## config.mk

```make
export PLATFORM = sky130hd
export DESIGN_NAME = asram_ctrl
export DESIGN_NICKNAME = d
export VERILOG_FILES = /design/src/rtl/asram_pkg.sv /design/src/rtl/asram_timer.sv /design/src/rtl/asram_seq.sv /design/src/rtl/asram_pins.sv /design/src/rtl/asram_ctrl.sv
export SDC_FILE = /design/constraint.sdc
export NUM_CORES = 1
export LEC_CHECK = 0
export ABC_AREA = 1
export BUFFER_PORTS_ARGS = -buffer_cell sky130_fd_sc_hd__buf_2
export CORE_MARGIN = 10
export CORE_UTILIZATION = 37
export CTS_BUF_LIST = sky130_fd_sc_hd__clkbuf_4
export DETAILED_ROUTE_END_ITERATION = 12
export GPL_ROUTABILITY_DRIVEN = 0
export MAX_ROUTING_LAYER = met4
export PLACE_DENSITY = 0.66
export SLEW_MARGIN = 0
export SYNTH_ARGS = -nofsm -noshare
export SYNTH_HDL_FRONTEND = slang
export SYNTH_SLANG_ARGS = --single-unit
```

## constraint.sdc

```tcl
create_clock -name clk -period 1.3 [get_ports clk]
set_clock_uncertainty 0.1 [all_clocks]
set_input_delay 0.26 -clock clk [delete_from_list [all_inputs] [get_ports clk]]
set_output_delay 0.26 -clock clk [all_outputs]
set_load 0.05 [all_outputs]
```

## src/rtl/asram_pkg.sv

```systemverilog
package asram_pkg;

  typedef enum logic [2:0] {
    ST_IDLE,
    ST_RD_ACC,
    ST_RD_TURN,
    ST_WR_SETUP,
    ST_WR_PULSE,
    ST_WR_REC
  } asram_state_e;

  // Round a nanosecond interval up to clock cycles, never below one.
  function automatic int ns_cycles(int ns, int period_ns);
    int c;
    c = (ns + period_ns - 1) / period_ns;
    if (c < 1) c = 1;
    return c;
  endfunction

  function automatic int imax(int a, int b);
    return (a > b) ? a : b;
  endfunction

  // Select one of three per-bin values (bin 0 = 70 ns, 1 = 85 ns, 2 = 100 ns).
  function automatic int by_bin(int bin, int v70, int v85, int v100);
    if (bin == 1) return v85;
    if (bin == 2) return v100;
    return v70;
  endfunction

  function automatic int rd_acc_cycles(int bin, int per);
    int t_cycle, t_access, t_oe;
    t_cycle  = by_bin(bin, 70, 85, 100);
    t_access = by_bin(bin, 70, 85, 100);
    t_oe     = by_bin(bin, 35, 40, 50);
    return imax(ns_cycles(t_cycle, per), imax(ns_cycles(t_access, per), ns_cycles(t_oe, per)));
  endfunction

  function automatic int turn_cycles(int bin, int per);
    return ns_cycles(by_bin(bin, 25, 25, 30), per);
  endfunction

  function automatic int wr_setup_cycles(int per);
    return ns_cycles(0, per);
  endfunction

  function automatic int wr_pulse_cycles(int bin, int per);
    int t_pulse, t_sel_end, t_overlap;
    t_pulse   = by_bin(bin, 55, 60, 70);
    t_sel_end = by_bin(bin, 60, 70, 80);
    t_overlap = by_bin(bin, 30, 35, 40);
    return imax(ns_cycles(t_pulse, per), imax(ns_cycles(t_sel_end, per), ns_cycles(t_overlap, per)));
  endfunction

  function automatic int wr_rec_cycles(int bin, int per);
    int rest;
    rest = ns_cycles(by_bin(bin, 70, 85, 100), per) - wr_setup_cycles(per) - wr_pulse_cycles(bin, per);
    return imax(ns_cycles(0, per), rest);
  endfunction

endpackage

```

## src/rtl/asram_timer.sv

```systemverilog
module asram_timer #(
  parameter int CNT_W = 4
) (
  input  logic             clk,
  input  logic             rst,
  input  logic             load,
  input  logic [CNT_W-1:0] load_val,
  output logic             at_zero
);
  logic [CNT_W-1:0] cnt_q;

  always_ff @(posedge clk) begin
    if (rst)              cnt_q <= '0;
    else if (load)        cnt_q <= load_val;
    else if (cnt_q != '0) cnt_q <= cnt_q - 1'b1;
  end

  assign at_zero = (cnt_q == '0);
endmodule

```

## src/rtl/asram_seq.sv

```systemverilog
module asram_seq
  import asram_pkg::*;
#(
  parameter int CNT_W    = 4,
  parameter int ACC_C    = 4,
  parameter int TURN_C   = 2,
  parameter int SETUP_C  = 1,
  parameter int PULSE_C  = 3,
  parameter int REC_C    = 1
) (
  input  logic             clk,
  input  logic             rst,
  input  logic             req,
  input  logic             req_we,
  input  logic             t_zero,
  output logic             t_load,
  output logic [CNT_W-1:0] t_val,
  output asram_state_e     state_d,
  output logic             accept,
  output logic             capture,
  output logic             ready,
  output logic             done
);
  asram_state_e state_q;
  logic         done_q;
  logic         last_cycle;

  always_comb begin
    state_d = state_q;
    t_load  = 1'b0;
    t_val   = '0;
    case (state_q)
      ST_IDLE: if (req) begin
        t_load = 1'b1;
        if (req_we) begin
          state_d = ST_WR_SETUP;
          t_val   = CNT_W'(SETUP_C - 1);
        end else begin
          state_d = ST_RD_ACC;
          t_val   = CNT_W'(ACC_C - 1);
        end
      end
      ST_RD_ACC: if (t_zero) begin
        state_d = ST_RD_TURN;
        t_load  = 1'b1;
        t_val   = CNT_W'(TURN_C - 1);
      end
      ST_RD_TURN: if (t_zero) state_d = ST_IDLE;
      ST_WR_SETUP: if (t_zero) begin
        state_d = ST_WR_PULSE;
        t_load  = 1'b1;
        t_val   = CNT_W'(PULSE_C - 1);
      end
      ST_WR_PULSE: if (t_zero) begin
        state_d = ST_WR_REC;
        t_load  = 1'b1;
        t_val   = CNT_W'(REC_C - 1);
      end
      ST_WR_REC: if (t_zero) state_d = ST_IDLE;
      default: state_d = ST_IDLE;
    endcase
  end

  assign last_cycle = t_zero && (state_q == ST_RD_TURN || state_q == ST_WR_REC);
  assign accept     = (state_q == ST_IDLE) && req;
  assign capture    = (state_q == ST_RD_ACC) && t_zero;
  assign ready      = (state_q == ST_IDLE);
  assign done       = done_q;

  always_ff @(posedge clk) begin
    if (rst) begin
      state_q <= ST_IDLE;
      done_q  <= 1'b0;
    end else begin
      state_q <= state_d;
      done_q  <= last_cycle;
    end
  end

  // completion is a single-cycle pulse
  assert_done_single_R8: assert property (@(posedge clk) disable iff (rst)
    done |=> !done);
  // a pulse is only produced once an access has left the idle state
  assert_done_after_work_R8: assert property (@(posedge clk) disable iff (rst)
    $rose(done) |-> $past(!ready));
endmodule

```

## src/rtl/asram_pins.sv

```systemverilog
module asram_pins
  import asram_pkg::*;
(
  input  logic         clk,
  input  logic         rst,
  input  asram_state_e state_d,
  output logic         sel_n,
  output logic         sel,
  output logic         oe_n,
  output logic         we_n,
  output logic         dq_oe
);
  logic sel_d, oe_d, we_d, drv_d;

  always_comb begin
    sel_d = 1'b0;
    oe_d  = 1'b0;
    we_d  = 1'b0;
    drv_d = 1'b0;
    case (state_d)
      ST_RD_ACC:   begin sel_d = 1'b1; oe_d = 1'b1; end
      ST_WR_SETUP: begin sel_d = 1'b1; drv_d = 1'b1; end
      ST_WR_PULSE: begin sel_d = 1'b1; drv_d = 1'b1; we_d = 1'b1; end
      ST_WR_REC:   begin sel_d = 1'b1; drv_d = 1'b1; end
      default: ;
    endcase
  end

  // Pins come straight from flops so the memory never sees decode glitches.
  always_ff @(posedge clk) begin
    if (rst) begin
      sel_n <= 1'b1;
      sel   <= 1'b0;
      oe_n  <= 1'b1;
      we_n  <= 1'b1;
      dq_oe <= 1'b0;
    end else begin
      sel_n <= ~sel_d;
      sel   <= sel_d;
      oe_n  <= ~oe_d;
      we_n  <= ~we_d;
      dq_oe <= drv_d;
    end
  end

  // no drive while the memory may be driving
  assert_no_drive_on_read_R5: assert property (@(posedge clk) disable iff (rst)
    !oe_n |-> !dq_oe);
  // write enable only inside the selected window, with data driven
  assert_write_in_window_R6: assert property (@(posedge clk) disable iff (rst)
    !we_n |-> (!sel_n && sel && oe_n && dq_oe));
  // write enable ends while the selects and data stay up (recovery)
  assert_write_recovery_R6: assert property (@(posedge clk) disable iff (rst)
    $rose(we_n) |-> (!sel_n && sel && dq_oe));
endmodule

```

## src/rtl/asram_ctrl.sv

```systemverilog
module asram_ctrl
  import asram_pkg::*;
#(
  parameter int ADDR_W    = 18,
  parameter int DATA_W    = 8,
  parameter int CLK_NS    = 20,
  parameter int SPEED_BIN = 0
) (
  input  logic              clk,
  input  logic              rst,
  input  logic              host_req,
  input  logic              host_we,
  input  logic [ADDR_W-1:0] host_addr,
  input  logic [DATA_W-1:0] host_wdata,
  output logic [DATA_W-1:0] host_rdata,
  output logic              host_done,
  output logic              host_ready,
  output logic [ADDR_W-1:0] mem_addr,
  output logic              mem_sel_n,
  output logic              mem_sel,
  output logic              mem_oe_n,
  output logic              mem_we_n,
  output logic [DATA_W-1:0] mem_dq_o,
  output logic              mem_dq_oe,
  input  logic [DATA_W-1:0] mem_dq_i
);
  localparam int ACC_C   = rd_acc_cycles(SPEED_BIN, CLK_NS);
  localparam int TURN_C  = turn_cycles(SPEED_BIN, CLK_NS);
  localparam int SETUP_C = wr_setup_cycles(CLK_NS);
  localparam int PULSE_C = wr_pulse_cycles(SPEED_BIN, CLK_NS);
  localparam int REC_C   = wr_rec_cycles(SPEED_BIN, CLK_NS);
  localparam int MAX_C   = imax(imax(ACC_C, TURN_C), imax(imax(SETUP_C, PULSE_C), REC_C));
  localparam int CNT_W   = $clog2(MAX_C + 1);
  localparam int GAP_W   = $clog2(TURN_C + 2);

  logic             t_load, t_zero, accept, capture;
  logic [CNT_W-1:0] t_val;
  asram_state_e     state_d;
  logic [ADDR_W-1:0] addr_q;
  logic [DATA_W-1:0] wdata_q, rdata_q;

  asram_timer #(.CNT_W(CNT_W)) u_timer (
    .clk(clk), .rst(rst), .load(t_load), .load_val(t_val), .at_zero(t_zero)
  );

  asram_seq #(
    .CNT_W(CNT_W), .ACC_C(ACC_C), .TURN_C(TURN_C),
    .SETUP_C(SETUP_C), .PULSE_C(PULSE_C), .REC_C(REC_C)
  ) u_seq (
    .clk(clk), .rst(rst), .req(host_req), .req_we(host_we),
    .t_zero(t_zero), .t_load(t_load), .t_val(t_val), .state_d(state_d),
    .accept(accept), .capture(capture), .ready(host_ready), .done(host_done)
  );

  asram_pins u_pins (
    .clk(clk), .rst(rst), .state_d(state_d),
    .sel_n(mem_sel_n), .sel(mem_sel), .oe_n(mem_oe_n),
    .we_n(mem_we_n), .dq_oe(mem_dq_oe)
  );

  // Request fields are latched once, on acceptance, and held for the access.
  always_ff @(posedge clk) begin
    if (rst) begin
      addr_q  <= '0;
      wdata_q <= '0;
      rdata_q <= '0;
    end else begin
      if (accept) begin
        addr_q  <= host_addr;
        wdata_q <= host_wdata;
      end
      if (capture) rdata_q <= mem_dq_i;
    end
  end

  assign mem_addr   = addr_q;
  assign mem_dq_o   = wdata_q;
  assign host_rdata = rdata_q;

  // Cycles since output enable was last low, saturating; used by R4 check.
  logic [GAP_W-1:0] oe_gap_q;
  always_ff @(posedge clk) begin
    if (rst)                       oe_gap_q <= GAP_W'(TURN_C);
    else if (!mem_oe_n)            oe_gap_q <= '0;
    else if (oe_gap_q < GAP_W'(TURN_C)) oe_gap_q <= oe_gap_q + 1'b1;
  end

  // bus drive starts only after the float window has elapsed
  assert_turnaround_R4: assert property (@(posedge clk) disable iff (rst)
    $rose(mem_dq_oe) |-> (oe_gap_q >= GAP_W'(TURN_C)));
  // address frozen while busy
  assert_addr_stable_R7: assert property (@(posedge clk) disable iff (rst)
    (!host_ready && $past(!host_ready)) |-> $stable(mem_addr));
  // idle means the memory is deselected and the bus is released
  assert_idle_quiet_R1: assert property (@(posedge clk) disable iff (rst)
    host_ready |-> (mem_sel_n && !mem_sel && mem_oe_n && mem_we_n && !mem_dq_oe));
endmodule

```

==> flow_metrics.py <==
metrics = {
    "final_layout": {
        "filler_cell_count": 374,
        "antenna_cells": 0,
        "fin_cells": 407,
        "layout_commonest_cell": "buf_2",
        "mostFrequentLayoutCells": "37 x buf_2, 36 x buf_6, 33 x dfxtp_2, 31 x nand2_1, 27 x nand3_1",
        "drive_gt1_share_pct": 61.5,
        "fin_util_pct": 68.1,
        "fin_nets": 379,
        "syn2layout_area_growth_pct": 77.7,
    },
    "drt": {
        "drtIter0Drc": 149,
        "dr_total_vias": 2022,
        "drc": 0,
        "wl_per_cell_um": 16.4,
        "first_pass_iters": 4,
        "routed_via_density": 4.97,
        "antenna_left": 0,
        "routed_wl_um": 6670,
    },
    "power": {
        "p_leak_nw": 1.45,
        "p_seq_share_pct": 26.1,
        "pwr-share-comb_pct": 59.8,
        "total_power_mw": 7.69,
        "p_int_mw": 4.23,
        "power-per-cell-area_mw_per_mm2": 2380,
        "clkPwrFrac_pct": 14.1,
        "p_sw_share_pct": 45.0,
        "peakVddDrop_mv": 1.45,
        "p_switching_mw": 3.46,
    },
    "floorplanning": {
        "die_y_um": 90.2,
        "core_mm2": 0.00475,
        "die_w_um": 90.2,
        "initial_core_util_pct": 38.3,
        "dieArea_mm2": 0.00813,
        "pin_count": 79,
        "row_count": 25,
    },
    "cts": {
        "cts_tree": "yes",
        "cts-htree-levels": 2,
        "cts_buffer_depth": 2,
        "insertion_delay_ns": 0.36,
        "cts-buffers-inserted": 5,
        "path_clk_slew_ns": 0.14,
        "clkSinkCount": 46,
        "cts_root_buf": "clkbuf_4",
    },
    "synthesis": {
        "avgSynthCellArea_um2": 7.79,
        "synth_top_cell_by_area": "dfxtp_1",
        "syn_inst": 234,
        "synth_warnings": 0,
        "ys_seq_elements": 46,
        "ys_types": 27,
        "synth.area.top_cells": "dfxtp_1 51%, nand3_1 9.3%, nand2_1 8.4%",
        "seq_area_frac_synth_pct": 50.5,
        "netlist.area_leader.share_pct": 50.5,
        "syn-cell-area_mm2": 0.00182,
        "synth_fp_nets": 274,
    },
    "critical_path": {
        "critPathMaxFanout": 5,
        "r2r-end": "u_pins.we_n",
        "reg2reg_depth": 8,
        "path_buf_inv": 3,
        "cp-end-kind": "register",
        "cp_data_required_time_ns": 1.47,
        "setup.worst_path.start": "u_seq.state_q[0]",
        "path_class": "reg2reg",
        "cp_slowest_stage_delay_ns": 0.39,
        "crit_arrival_ns": 1.70,
        "critPathSlowestCell": "dfxtp_4",
        "cp.depth": 8,
        "path_cells": "buf_4 > buf_6 > nand3_2 > nor2_4 > inv_1 > nand2_2 > nand2_4 > or2_1",
        "cp_top_family": "simple AND/OR/NAND/NOR gates",
        "regToRegStartpoint": "u_seq.state_q[0]",
        "cp-start-kind": "register",
        "crit_end": "u_pins.we_n",
        "reg2reg_setup_slack_ns": -0.24,
    },
    "min_path": {
        "hold_class": "in2reg",
        "hold_start": "host_addr[1]",
        "hold_depth": 3,
    },
    "timing": {
        "fin_setup_tns_ns": -4.20,
        "grt_setup_unrepaired": "yes",
        "setup_viol": 46,
        "worst_pin_slew_ns": 0.276,
        "period_minus_slack_ns": 1.54,
        "relSlewSlack_pct": 81.6,
        "finalHoldViolations": 0,
        "finalCritPeriodShare_pct": 118,
        "fmax_mhz": 651,
        "worst_slack_ns": -0.236,
        "drv_slew": 0,
    },
    "placement": {
        "dp_cells": 381,
        "dp_hpwl_um": 3760,
        "port_buffers": 78,
    },
    "global_route": {
        "grt_max_degree": 25,
        "grt_overflow_total": 0,
        "antenna_found_initial": 0,
        "globalRouteTotalUtil_pct": 13.6,
        "grt_pass1_vias": 1767,
        "grt_pass1_wl_um": 8980,
    },
    "status": {
        "violations": "negative setup slack",
        "outcome": "complete, but fails checks",
    },
    "run": {
        "cap_violations": 0,
    },
}
synth_stat cells (all sizes together):
cell type / n
a21oi: 27
a31oi: 1
buf: 9
clkbuf: 4
dfxtp: 46
ha: 2
inv: 15
nand2: 47
nand3: 35
nand4: 3
nor2: 31
nor3: 1
nor4: 1
o21ai: 10
or2: 1
xnor2: 1
flip-flops by register name (all words and copies together) (netlist names):
| name | flops |
|---|---|
| u_seq.state_q | 3 |
| u_pins.sel_n | 1 |
| u_pins.dq_oe | 1 |
| u_seq.done | 1 |
| mem_dq_o | 8 |
| host_rdata | 8 |
| mem_addr | 18 |
| u_timer.cnt_q | 3 |
| u_pins.oe_n | 1 |
| u_pins.we_n | 1 |
| u_pins.sel | 1 |
worst min-delay path by stage:
stage | slack, ns | endpoint
after floorplan | 0.32 | mem_addr[0]
after global placement | 0.35 | mem_addr[2]
after detailed placement | 0.35 | mem_addr[10]
after CTS | 0.02 | mem_addr[1]
after global routing | 0.02 | mem_addr[1]
final | 0.03 | mem_addr[1]
power groups by stage:
stage          logic (mW)  clock network [mW]  registers, mW
6_report             4.60                1.08           2.01
5_1_grt              4.85                1.17           2.05
4_1_cts              3.69                1.11           1.91
3_5_place_dp         2.94                   0           1.92
3_3_place_gp         2.93                   0           1.92
2_1_floorplan        1.33                   0           2.83
cells by family after synthesis:
logic type	synth area share, %
AO/OA/AOI/OAI	10.7
adder cells (fa/ha/maj)	1.37
AND/OR/NAND/NOR	29.3
buffers and inverters	7.55
flip-flops	50.5
XOR/XNOR	0.481
metrics by stage:
step | area [um2] | hold slack, ns | setup WS, ns
3_5_place_dp | 2350 | 0.352 | -0.0981
3_3_place_gp | 2350 | 0.349 | -0.0837
4_1_cts | 2790 | 0.0249 | -0.209
5_1_grt | 3240 | 0.0153 | -0.303
6_report | 3240 | 0.0256 | -0.236
2_1_floorplan | 1830 | 0.320 | 0.00533
layout make-up:
| class | instances | area (um2) | share of cell area (%) |
|---|---|---|---|
| Tap cell | 67 | 83.8 | 2.59 |
| Clock inverter | 3 | 68.8 | 2.13 |
| Sequential cell | 46 | 970 | 29.9 |
| Inverter | 15 | 76.3 | 2.36 |
| Multi-Input combinational cell | 162 | 1020 | 31.6 |
| Clock buffer | 5 | 37.5 | 1.16 |
| Timing Repair Buffer | 109 | 978 | 30.2 |
per-layer routing:
layer  wire (um)  up-vias  share of wire (%)  GRT usage [%]
met5           0        -                  0              -
met4          94        0                1.4           4.77
met3         271        6                4.1           3.41
met2        3620       60                 54           23.3
met1        2680      981                 40           15.1
li1            -      975                  -              -
worst register-to-register path: cells and delay by family, from the launching register on:
family | cells | cell delay, ns
DFF | 1 | 0.39
buffers and inverters | 3 | 0.30
and+or+nand+nor | 5 | 0.66
timing repair:
item,in CTS,in global routing
endpoints found under the setup margin,82,78
pin swaps,9,24
resized for setup,81,112
hold buffers,0,0
buffers inserted,7,6
cloned,2,3
(Power assumes the default switching activity.)
